### src/rtl/sdma_stride_pkg.sv
package sdma_stride_pkg;

    parameter int ADDR_W = 32;
    parameter int LEN_W  = 16;
    parameter int CPF_W  = 8;
    localparam int FB_W  = LEN_W + CPF_W;

    typedef struct packed {
        logic [ADDR_W-1:0] base;
        logic [ADDR_W-1:0] fifo_addr;
        logic [LEN_W-1:0]  chunk_bytes;
        logic [CPF_W-1:0]  chunks_per_frame;
        logic [LEN_W-1:0]  chunk_gap;
        logic [LEN_W-1:0]  frame_gap;
        logic [LEN_W-1:0]  total_len;
        logic              frame_sync;
        logic [1:0]        beat_code;
    } stride_desc_t;

    typedef enum logic [2:0] {
        WS_IDLE  = 3'd0,
        WS_CHECK = 3'd1,
        WS_WAIT  = 3'd2,
        WS_RUN   = 3'd3,
        WS_DONE  = 3'd4,
        WS_ERR   = 3'd5
    } walk_state_t;

    function automatic logic [3:0] beat_bytes(input logic [1:0] code);
        return 4'd1 << code;
    endfunction

    function automatic logic chunk_misaligned(input logic [LEN_W-1:0] chunk,
                                              input logic [1:0] code);
        logic [LEN_W-1:0] mask;
        mask = LEN_W'(beat_bytes(code)) - LEN_W'(1);
        return (chunk & mask) != '0;
    endfunction

endpackage

### src/rtl/sdma_desc_queue.sv
module sdma_desc_queue
    import sdma_stride_pkg::*;
#(
    parameter int DEPTH = 4
) (
    input  logic         clk,
    input  logic         rst,
    input  logic         push,
    input  stride_desc_t push_desc,
    input  logic         pop,
    output stride_desc_t head,
    output logic         not_empty,
    output logic         full
);
    localparam int PW = (DEPTH > 1) ? $clog2(DEPTH) : 1;
    localparam int CW = $clog2(DEPTH + 1);

    stride_desc_t   slots [DEPTH];
    logic [PW-1:0]  wr_ptr, rd_ptr;
    logic [CW-1:0]  count;
    logic           do_push, do_pop;

    assign full      = (count == CW'(DEPTH));
    assign not_empty = (count != '0);
    assign do_push   = push && !full;
    assign do_pop    = pop && not_empty;
    assign head      = slots[rd_ptr];

    function automatic logic [PW-1:0] wrap_inc(input logic [PW-1:0] p);
        return (p == PW'(DEPTH - 1)) ? '0 : p + PW'(1);
    endfunction

    always_ff @(posedge clk) begin
        if (rst) begin
            wr_ptr <= '0;
            rd_ptr <= '0;
            count  <= '0;
        end else begin
            if (do_push) begin
                slots[wr_ptr] <= push_desc;
                wr_ptr        <= wrap_inc(wr_ptr);
            end
            if (do_pop) begin
                rd_ptr <= wrap_inc(rd_ptr);
            end
            case ({do_push, do_pop})
                2'b10:   count <= count + CW'(1);
                2'b01:   count <= count - CW'(1);
                default: count <= count;
            endcase
        end
    end


    q_overflow_chk: assert property (@(posedge clk) disable iff (rst)
        count <= CW'(DEPTH));


    q_ignore_full_chk: assert property (@(posedge clk) disable iff (rst)
        (push && full && !pop) |=> (count == $past(count)));

endmodule

### src/rtl/sdma_sync_pending.sv
module sdma_sync_pending #(
    parameter int MAX_PENDING = 4
) (
    input  logic clk,
    input  logic rst,
    input  logic enable,
    input  logic sync_in,
    input  logic take,
    output logic avail
);
    localparam int CW = $clog2(MAX_PENDING + 1);

    logic [CW-1:0] count;

    assign avail = (count != '0);

    always_ff @(posedge clk) begin
        if (rst || !enable) begin
            count <= '0;
        end else begin
            case ({sync_in, take && avail})
                2'b10:   count <= (count == CW'(MAX_PENDING)) ? count : count + CW'(1);
                2'b01:   count <= count - CW'(1);
                default: count <= count;
            endcase
        end
    end


    sync_sat_chk: assert property (@(posedge clk) disable iff (rst)
        count <= CW'(MAX_PENDING));


    sync_take_chk: assert property (@(posedge clk) disable iff (rst)
        take |-> avail);

endmodule

### src/rtl/sdma_stride_walker.sv
module sdma_stride_walker
    import sdma_stride_pkg::*;
(
    input  logic              clk,
    input  logic              rst,
    input  stride_desc_t      head,
    input  logic              head_valid,
    input  logic              sync_avail,
    output logic              pop,
    output logic              sync_take,
    output logic              active,
    output logic              beat_valid,
    output logic [ADDR_W-1:0] beat_addr,
    output logic [ADDR_W-1:0] beat_fifo_addr,
    output logic [1:0]        beat_code,
    output logic              done,
    output logic              error
);
    walk_state_t       st;
    stride_desc_t      d;
    logic [ADDR_W-1:0] addr;
    logic [LEN_W-1:0]  off;
    logic [CPF_W-1:0]  chunk_idx;
    logic [LEN_W-1:0]  frames_left;
    logic [LEN_W-1:0]  frame_cnt;
    logic [FB_W-1:0]   rem;
    logic [FB_W-1:0]   fbytes;

    logic [3:0]        bb;
    logic              chunk_end, frame_end, last_beat, release_end, bad_shape;

    assign bb          = beat_bytes(d.beat_code);
    assign chunk_end   = ({1'b0, off} + (LEN_W+1)'(bb)) == {1'b0, d.chunk_bytes};
    assign frame_end   = chunk_end && (chunk_idx == d.chunks_per_frame - CPF_W'(1));
    assign last_beat   = frame_end && (frames_left == LEN_W'(1));
    assign release_end = d.frame_sync ? frame_end : chunk_end;
    assign bad_shape   = (d.total_len == '0) || (d.chunk_bytes == '0) ||
                         (d.chunks_per_frame == '0) ||
                         chunk_misaligned(d.chunk_bytes, d.beat_code);

    assign pop            = (st == WS_IDLE) && head_valid;
    assign sync_take      = (st == WS_WAIT) && sync_avail;
    assign active         = (st != WS_IDLE);
    assign beat_valid     = (st == WS_RUN);
    assign beat_addr      = addr;
    assign beat_fifo_addr = d.fifo_addr;
    assign beat_code      = d.beat_code;
    assign done           = (st == WS_DONE);
    assign error          = (st == WS_ERR);

    always_ff @(posedge clk) begin
        if (rst) begin
            st          <= WS_IDLE;
            d           <= '0;
            addr        <= '0;
            off         <= '0;
            chunk_idx   <= '0;
            frames_left <= '0;
            frame_cnt   <= '0;
            rem         <= '0;
            fbytes      <= '0;
        end else begin
            case (st)
                WS_IDLE: begin
                    if (head_valid) begin
                        d         <= head;
                        rem       <= FB_W'(head.total_len);
                        fbytes    <= FB_W'(head.chunk_bytes) * FB_W'(head.chunks_per_frame);
                        frame_cnt <= '0;
                        st        <= WS_CHECK;
                    end
                end
                WS_CHECK: begin
                    if (bad_shape || (rem < fbytes)) begin
                        st <= WS_ERR;
                    end else if (rem == fbytes) begin
                        frames_left <= frame_cnt + LEN_W'(1);
                        addr        <= d.base;
                        off         <= '0;
                        chunk_idx   <= '0;
                        st          <= WS_WAIT;
                    end else begin
                        rem       <= rem - fbytes;
                        frame_cnt <= frame_cnt + LEN_W'(1);
                    end
                end
                WS_WAIT: begin
                    if (sync_avail) st <= WS_RUN;
                end
                WS_RUN: begin
                    if (chunk_end) begin
                        off <= '0;
                        if (frame_end) begin
                            chunk_idx   <= '0;
                            addr        <= addr + ADDR_W'(bb) + ADDR_W'(d.frame_gap);
                            frames_left <= frames_left - LEN_W'(1);
                        end else begin
                            chunk_idx <= chunk_idx + CPF_W'(1);
                            addr      <= addr + ADDR_W'(bb) + ADDR_W'(d.chunk_gap);
                        end
                        if (last_beat)        st <= WS_DONE;
                        else if (release_end) st <= WS_WAIT;
                    end else begin
                        off  <= off + LEN_W'(bb);
                        addr <= addr + ADDR_W'(bb);
                    end
                end
                default: st <= WS_IDLE;
            endcase
        end
    end


    in_chunk_step_chk: assert property (@(posedge clk) disable iff (rst)
        ($past(beat_valid && !chunk_end) && beat_valid)
        |-> (beat_addr == $past(beat_addr) + ADDR_W'($past(bb))));


    chunk_gap_chk: assert property (@(posedge clk) disable iff (rst)
        ($past(beat_valid && chunk_end && !frame_end) && beat_valid)
        |-> (beat_addr == $past(beat_addr) + ADDR_W'($past(bb)) + ADDR_W'($past(d.chunk_gap))));


    fifo_addr_stable_chk: assert property (@(posedge clk) disable iff (rst)
        ($past(beat_valid) && beat_valid) |-> $stable(beat_fifo_addr));


    done_pulse_chk: assert property (@(posedge clk) disable iff (rst)
        done |=> !done);


    done_after_beat_chk: assert property (@(posedge clk) disable iff (rst)
        $rose(done) |-> $past(beat_valid));


    err_from_check_chk: assert property (@(posedge clk) disable iff (rst)
        error |-> ($past(st) == WS_CHECK));

endmodule

### src/rtl/stride_dma_agu.sv
module stride_dma_agu
    import sdma_stride_pkg::*;
#(
    parameter int QUEUE_DEPTH = 4,
    parameter int SYNC_MAX    = 4
) (
    input  logic              clk,
    input  logic              rst,
    input  logic              cfg_push,
    input  logic [ADDR_W-1:0] cfg_base,
    input  logic [ADDR_W-1:0] cfg_fifo_addr,
    input  logic [LEN_W-1:0]  cfg_chunk_bytes,
    input  logic [CPF_W-1:0]  cfg_chunks_per_frame,
    input  logic [LEN_W-1:0]  cfg_chunk_gap,
    input  logic [LEN_W-1:0]  cfg_frame_gap,
    input  logic [LEN_W-1:0]  cfg_total_len,
    input  logic              cfg_frame_sync,
    input  logic [1:0]        cfg_beat_code,
    output logic              queue_full,
    input  logic              sync_in,
    output logic              beat_valid,
    output logic [ADDR_W-1:0] beat_addr,
    output logic [ADDR_W-1:0] beat_fifo_addr,
    output logic [1:0]        beat_code,
    output logic              xfer_done,
    output logic              xfer_error
);
    stride_desc_t in_desc, head;
    logic         head_valid, pop, sync_take, sync_avail, active;

    always_comb begin
        in_desc.base             = cfg_base;
        in_desc.fifo_addr        = cfg_fifo_addr;
        in_desc.chunk_bytes      = cfg_chunk_bytes;
        in_desc.chunks_per_frame = cfg_chunks_per_frame;
        in_desc.chunk_gap        = cfg_chunk_gap;
        in_desc.frame_gap        = cfg_frame_gap;
        in_desc.total_len        = cfg_total_len;
        in_desc.frame_sync       = cfg_frame_sync;
        in_desc.beat_code        = cfg_beat_code;
    end

    sdma_desc_queue #(.DEPTH(QUEUE_DEPTH)) u_queue (
        .clk       (clk),
        .rst       (rst),
        .push      (cfg_push),
        .push_desc (in_desc),
        .pop       (pop),
        .head      (head),
        .not_empty (head_valid),
        .full      (queue_full)
    );

    sdma_sync_pending #(.MAX_PENDING(SYNC_MAX)) u_sync (
        .clk     (clk),
        .rst     (rst),
        .enable  (active),
        .sync_in (sync_in),
        .take    (sync_take),
        .avail   (sync_avail)
    );

    sdma_stride_walker u_walker (
        .clk            (clk),
        .rst            (rst),
        .head           (head),
        .head_valid     (head_valid),
        .sync_avail     (sync_avail),
        .pop            (pop),
        .sync_take      (sync_take),
        .active         (active),
        .beat_valid     (beat_valid),
        .beat_addr      (beat_addr),
        .beat_fifo_addr (beat_fifo_addr),
        .beat_code      (beat_code),
        .done           (xfer_done),
        .error          (xfer_error)
    );


    done_err_excl_chk: assert property (@(posedge clk) disable iff (rst)
        !(xfer_done && xfer_error));

endmodule

### config.mk
export PLATFORM = sky130hd
export DESIGN_NAME = stride_dma_agu
export DESIGN_NICKNAME = d
export VERILOG_FILES = /design/src/rtl/sdma_stride_pkg.sv /design/src/rtl/sdma_desc_queue.sv /design/src/rtl/sdma_sync_pending.sv /design/src/rtl/sdma_stride_walker.sv /design/src/rtl/stride_dma_agu.sv
export SDC_FILE = /design/constraint.sdc
export NUM_CORES = 2
export LEC_CHECK = 0
export BUFFER_PORTS_ARGS = -buffer_cell sky130_fd_sc_hd__clkbuf_2
export CAP_MARGIN = 20
export CORE_MARGIN = 10
export CORE_UTILIZATION = 54
export CTS_CLUSTER_SIZE = 20
export DETAILED_ROUTE_END_ITERATION = 8
export PLACE_DENSITY = 0.72
export SLEW_MARGIN = 40
export SYNTH_ARGS = -nofsm -noshare
export SYNTH_HDL_FRONTEND = slang
export SYNTH_SLANG_ARGS = --single-unit
### constraint.sdc
create_clock -name clk -period 7.1 [get_ports clk]
set_clock_uncertainty 0.2 [all_clocks]
set_input_delay 0.355 -clock clk [delete_from_list [all_inputs] [get_ports clk]]
set_output_delay 0.355 -clock clk [all_outputs]
set_load 0.02 [all_outputs]
Word-level counts from Yosys, hierarchy flattened
Memories as Yosys holds them, arrays and structs flattened. A register that Yosys moved wholly into a read port is not among the register bits.
Cells that the tools add are included.
{"block": "word_totals", "memories": 1, "elab_cells": 149, "inputBits": 143, "ff_bits": 288, "output_inout_bits": 70, "ram_bits": 556}
{"name": "u_queue.slots", "words": 4, "word_bits": 139, "rd": 1, "rd_clocked_by_memory_dff": 1, "write_ports": 1, "line": "sdma_desc_queue.sv:18", "source": "stride_desc_t slots [DEPTH];"}
{"block": "classes", "n_addsub": 17, "eq_ne": 27, "n_reduce_logical": 33, "n_lt_le_gt_ge": 1, "n_shift": 1, "n_mux": 46, "bitwise": 1, "multipliers": 1}
{"operator": "2-to-1 mux 16 bit", "n": 10}
{"operator": "2-to-1 mux 32 bit", "n": 4}
{"operator": "one-hot mux 16 bit (2 select lines)", "n": 3}
{"operator": "2-to-1 mux 24 bit", "n": 3}
{"operator": "adder 32 x 16 -> 32 bit", "n": 2}
{"operator": "one-hot mux 32 bit (2 select lines)", "n": 1}
{"operator": "one-hot mux 24 bit (2 select lines)", "n": 1}
{"operator": "adder 32 x 4 -> 32 bit", "n": 1}
{"operator": "logical NOT 16 bit", "n": 2}
{"operator": "2-to-1 mux 8 bit", "n": 4}
{"operator": "equality test 24 bit", "n": 1}
{"operator": "less-than comparator 24 bit", "n": 1}
{"operator": "multiplier 16 x 8 -> 24 bit", "n": 1}
{"operator": "2-to-1 mux 3 bit", "n": 8}
{"operator": "subtractor 24 bit", "n": 1}
{"operator": "adder 16 x 4 -> 17 bit", "n": 1}
{"operator": "equality test 17 x 16 -> 1 bit", "n": 1}
{"operator": "adder 16 x 1 -> 16 bit (second input constant)", "n": 1}
{"operator": "adder 16 x 4 -> 16 bit", "n": 1}
{"operator": "bitwise AND 16 bit", "n": 1}
{"operator": "equality test 16 x 1 -> 1 bit (second input constant)", "n": 1}
{"operator": "one-hot mux 8 bit (2 select lines)", "n": 1}
{"operator": "nonzero test 16 bit", "n": 1}
{"operator": "subtractor 16 x 1 -> 16 bit (second input constant)", "n": 1}
{"operator": "31 further kinds", "n": 75}

Longest topological paths before layout
{"block": "logic_depth", "ltp_word": 9, "depth_mapped": 28, "ltp_nobuf": 25}

Hierarchy
A second synthesis with hierarchy kept.
{"block": "unflattened", "hier_cells": 3352, "area_unflattened_um2": 40608.9}
{"module": "sdma_desc_queue", "instances": 1, "cells_each": 780, "seq_area_each_um2": 16876.2, "area_each_um2": 20553.5}
{"module": "sdma_stride_walker", "instances": 1, "cells_each": 2540, "seq_area_each_um2": 5565.3, "area_each_um2": 19791.5}
{"module": "sdma_sync_pending", "instances": 1, "cells_each": 32, "seq_area_each_um2": 60.1, "area_each_um2": 264.0}

Least setup slack after synthesis
Ideal clock, no wire load.
{"block": "synth_timing", "path_type": "register to register", "start": "register (tool-made name)", "end": "register u_walker.fbytes[23]", "slack_ps": 202, "path_stages_with_launch": 23, "setup_time_ps": 86, "required_ps": 6814, "period_less_slack_ps": 6898, "arrival_time_ps": 6612, "n_path_buf": 3, "path_cell_list": "dfxtp_1 clkbuf_1 clkbuf_1 buf_1 mux4_2 and2_1 fa_1 fa_1 inv_1 fa_1 fa_1 inv_1 ha_1 o21a_1 o21ai_0 a211oi_1 o31a_1 o22ai_1 o21ai_0 a211oi_1 a21oi_1 xnor2_1 a211oi_1"}
{"item": "end signal: assignment", "line": "sdma_stride_walker.sv:68", "source": "fbytes <= FB_W'(head.chunk_bytes) * FB_W'(head.chunks_per_frame);"}
{"item": "end: declaration", "line": "sdma_stride_walker.sv:27", "source": "logic [FB_W-1:0] fbytes;"}

Worst setup path in the final report
{"block": "layout_timing", "start": "register u_walker.d, in the netlist u_walker.beat_code[0]", "end": "register u_walker.addr[25], in the netlist u_walker.beat_addr[25]"}
{"block": "layout_via", "elab_chain_cells": 8, "elab_cells_between_ends": 17, "cone_classes": "add/sub (5); eq/ne (2); shift (1); mux (3); bitwise (1); reduce/logical (5)"}
{"item": "start: declaration", "line": "sdma_stride_walker.sv:20", "source": "stride_desc_t d;"}
{"item": "start signal: assignment", "line": "sdma_stride_walker.sv:54", "source": "d <= '0;"}
{"item": "start signal: assignment", "line": "sdma_stride_walker.sv:66", "source": "d <= head;"}
{"item": "<< shifter 1 x 2 -> 4 bit *", "line": "sdma_stride_pkg.sv:30", "source": "return 4'd1 << code;"}
{"item": "parallel branches: the longest is 7 deep, another holds adder 32 x 4 -> 32 bit"}
{"item": "end signal: assignment", "line": "sdma_stride_walker.sv:78", "source": "addr <= d.base;"}
{"item": "end signal: assignment", "line": "sdma_stride_walker.sv:95", "source": "addr <= addr + ADDR_W'(bb) + ADDR_W'(d.frame_gap);"}
{"item": "end signal: assignment", "line": "sdma_stride_walker.sv:99", "source": "addr <= addr + ADDR_W'(bb) + ADDR_W'(d.chunk_gap);"}
{"item": "end: declaration", "line": "sdma_stride_walker.sv:21", "source": "logic [ADDR_W-1:0] addr;"}
Every way passes the cells marked *.
A chain may end at the register's enable or synchronous reset.

==> results.json <==
{
  "finalSetupViolCount": 0,
  "cts_root_buf": "clkbuf_16",
  "dieArea_mm2": 0.0861,
  "dpl_cell_area_mm2": 0.0422,
  "die_h_um": 293,
  "hp-class": "flop to flop",
  "cts_sinks": 846,
  "pre_cts_slack_ns": 0.0242,
  "final_util": 0.627,
  "synth_area_mm2": 0.0404,
  "grt_pass1_wl_um": 155000,
  "synthArstFlopShare": 0,
  "critPathKind": "flop to flop",
  "leakage_uw": 0.0169,
  "p_seq_frac": 0.274,
  "regArea_mm2": 0.0225,
  "synth_nets": 3699,
  "yosys_most_used_dff": "edfxtp_1",
  "routed_via_density": 5.83,
  "fmax_mhz": 148,
  "totalWireLength_um": 97100,
  "synth.distinct_cells": 85,
  "synth_area_leaders": "edfxtp_1 (41%), dfxtp_1 (14%), mux4_2 (7.8%), nand2_1 (5.0%), fa_1 (4.4%)",
  "die_w_um": 293,
  "drive_gt1_frac": 0.160,
  "grt_pass1_vias": 27700,
  "synth.most_common_cell": "edfxtp_1",
  "cap_violations": 0,
  "path_common_cell": "ha_1",
  "start_util": 0.544,
  "p_int_uw": 13700,
  "core_mm2": 0.0742,
  "yosys.area.top_type": "edfxtp_1",
  "drcViolationCount": 0,
  "post-cts-setup-buffers": 0,
  "arrival_ns": 7.04,
  "synth_top_area_share": 0.414,
  "cp_cell_sequence": "nor2_1, ha_1, ha_1, nor2b_1, a211oi_1, a211oi_2, xor2_1, a2111o_1, a2111o_1, nor2_1, nand2_2, buf_4, mux2_2, ha_1, a21o_1, or3_1, or3_1, a31o_2, a21oi_1, o21bai_1, and4_1, or4_1, o2111ai_1, a211oi_1",
  "ios": 213,
  "cpPeakStageDelay_ns": 0.46,
  "start_kind": "flop",
  "wl_per_cell_um": 20.7,
  "finalCritPeriodShare": 0.950,
  "hpwl_um": 62900,
  "reg2reg_setup_slack_ns": 0.35,
  "cts_tree": "built",
  "nets": 3979,
  "overflow": 0,
  "slew_violations": 0,
  "synth_cells": 3366,
  "endpoint_kind": "flop",
  "stdcell_area_mm2": 0.0466,
  "combPwrFrac": 0.531,
  "grt_use_total": 0.225,
  "antenna_left": 0,
  "drt_first_pass_iters": 5,
  "cpLargestDelayFamily": "compound AO/OA/AOI/OAI gates",
  "antenna_found_initial": 11,
  "crit_fanout": 10,
  "vias": 27300,
  "synth_seq_cells": 846,
  "htreeDepth": 3,
  "timing_hold_violations_final": 0,
  "clockBufferDepth": 3,
  "gp_congestion": 0.875,
  "min_period_ns": 6.75,
  "multi_input_area_mm2": 0.0164,
  "drtIter0Drc": 2049,
  "status": "completed",
  "rows": 100,
  "syn_area_per_cell_um2": 12.0,
  "clk_pin_slew_ns": 0.06,
  "slew-limit-headroom": 0.442,
  "finalSetupTns_ns": 0,
  "worst-path-buf-inv": 1,
  "tightest_slew_ns": 0.837,
  "area_growth_pct": 15.4,
  "io_buffers": 212,
  "swShare": 0.408,
  "peakVddDrop_v": 0.00110,
  "required_ns": 7.39,
  "fillers": 5656,
  "layout_setup_ws_ns": 0.354,
  "p_sw_uw": 9430,
  "synth-edff-count": 556,
  "grt_max_degree": 91,
  "p_per_area_mw_per_mm2": 496,
  "p_clk_frac": 0.196,
  "slowest_stage": "a2111o_1",
  "seq_area_frac_synth": 0.558,
  "ys.warnings.count": 0,
  "insertion_delay_ns": 0.64,
  "synthTopCellsByCount": "edfxtp_1 (556), nand2_1 (533), dfxtp_1 (290)",
  "cts_inserted_buffers": 86
}
==> power groups by stage <==
| stage | clock, uW | sequential, uW | combinational (uW) |
|---|---|---|---|
| after floorplan | 0 | 6260 | 9470 |
| after detailed placement | 0 | 6420 | 12000 |
| after global routing | 4770 | 6390 | 13800 |
| after global placement | 0 | 6410 | 11900 |
| after CTS | 4590 | 6320 | 12300 |
| final | 4520 | 6330 | 12300 |
==> path summary, 6_finish.rpt <==
check,start,end,cells after the start
worst max-delay path,u_walker.beat_code[0],u_walker.beat_addr[25],24
worst min register to register,u_walker.frames_left[6],u_walker.frames_left[6],2
worst max register to register,u_walker.beat_code[0],u_walker.beat_addr[25],24
worst min-delay path,u_walker.frames_left[6],u_walker.frames_left[6],2
==> what timing repair did <==
item                                    in CTS  in global routing
endpoints found under the setup margin       0                 14
gates resized for setup                      0                  5
hold buffers                               142                  0
hold endpoints to repair                   611                  0
==> cells by family after synthesis <==
group / synth area share
AND/OR/NAND/NOR: 0.119
flip-flops: 0.558
AO/OA/AOI/OAI: 0.0937
buffers and inverters: 0.0379
adder cells (fa/ha/maj): 0.0753
multiplexers: 0.0901
XOR/XNOR: 0.0265
==> stage by stage <==
stage / instances / hold slack [ns] / total power (uW)
floorplan: 3366 / 0.226 / 15700
global placement: 4379 / 0.240 / 18300
detailed placement: 4385 / 0.244 / 18500
CTS: 4685 / 0.234 / 23200
global route: 4692 / 0.276 / 25000
finish: 4692 / 0.251 / 23100
==> metal layers <==
metal | vias up | GRT usage | share of wire
met5 | - | 0 | 0.00043
met4 | 8 | 0.0818 | 0.033
met3 | 199 | 0.0346 | 0.055
met2 | 828 | 0.369 | 0.48
met1 | 13500 | 0.301 | 0.43
li1 | 12800 | - | -
==> placed cells by master (no fill, tap or decap), types with 18 or more instances in the layout <==
cell type	count
edfxtp_1	556
nand2_1	531
dfxtp_1	287
a21oi_1	284
clkbuf_2	211
nor2_1	160
inv_1	155
dlygate4sd3_1	142
mux4_2	140
ha_1	102
clkbuf_16	89
fa_1	88
o21ai_0	75
xnor2_1	68
and2_1	61
a211oi_1	58
nand3_1	56
xor2_1	54
nor3_1	52
a21o_1	34
mux2i_1	28
buf_4	28
and3_1	25
nand4_1	23
nor2b_1	21
nand2b_1	18
mux2_2	18
or3_1	18
clkinv_2	18
==> tightest hold or removal path, delay by kind of cell, from the launching register on <==
kind / cells / cell delay (ns)
and+or+nand+nor: 1 / 0.05
DFF: 1 / 0.30
AOI/OAI and AO/OA: 1 / 0.05
==> registers in the layout (all words and copies together) (netlist names), 8 cells and up, named ones only <==
name / cells
u_walker.off: 16
u_queue.slots: 556
u_walker.frames_left: 16
u_walker.beat_addr: 32
u_walker.frame_cnt: 16
u_walker.rem: 24
u_walker.d: 105
u_walker.fbytes: 24
u_walker.beat_fifo_addr: 32
u_walker.chunk_idx: 8
==> final cells by class <==
| type | instances | share of cell area |
|---|---|---|
| Tap cell | 969 | 0.0260 |
| Inverter | 156 | 0.0127 |
| Antenna cell | 7 | 0.000376 |
| Sequential cell | 846 | 0.484 |
| Clock buffer | 118 | 0.0532 |
| Clock inverter | 40 | 0.00831 |
| Timing Repair Buffer | 397 | 0.0639 |
| Multi-Input combinational cell | 2159 | 0.352 |
No activity file was read; power rests on OpenSTA's default activity.
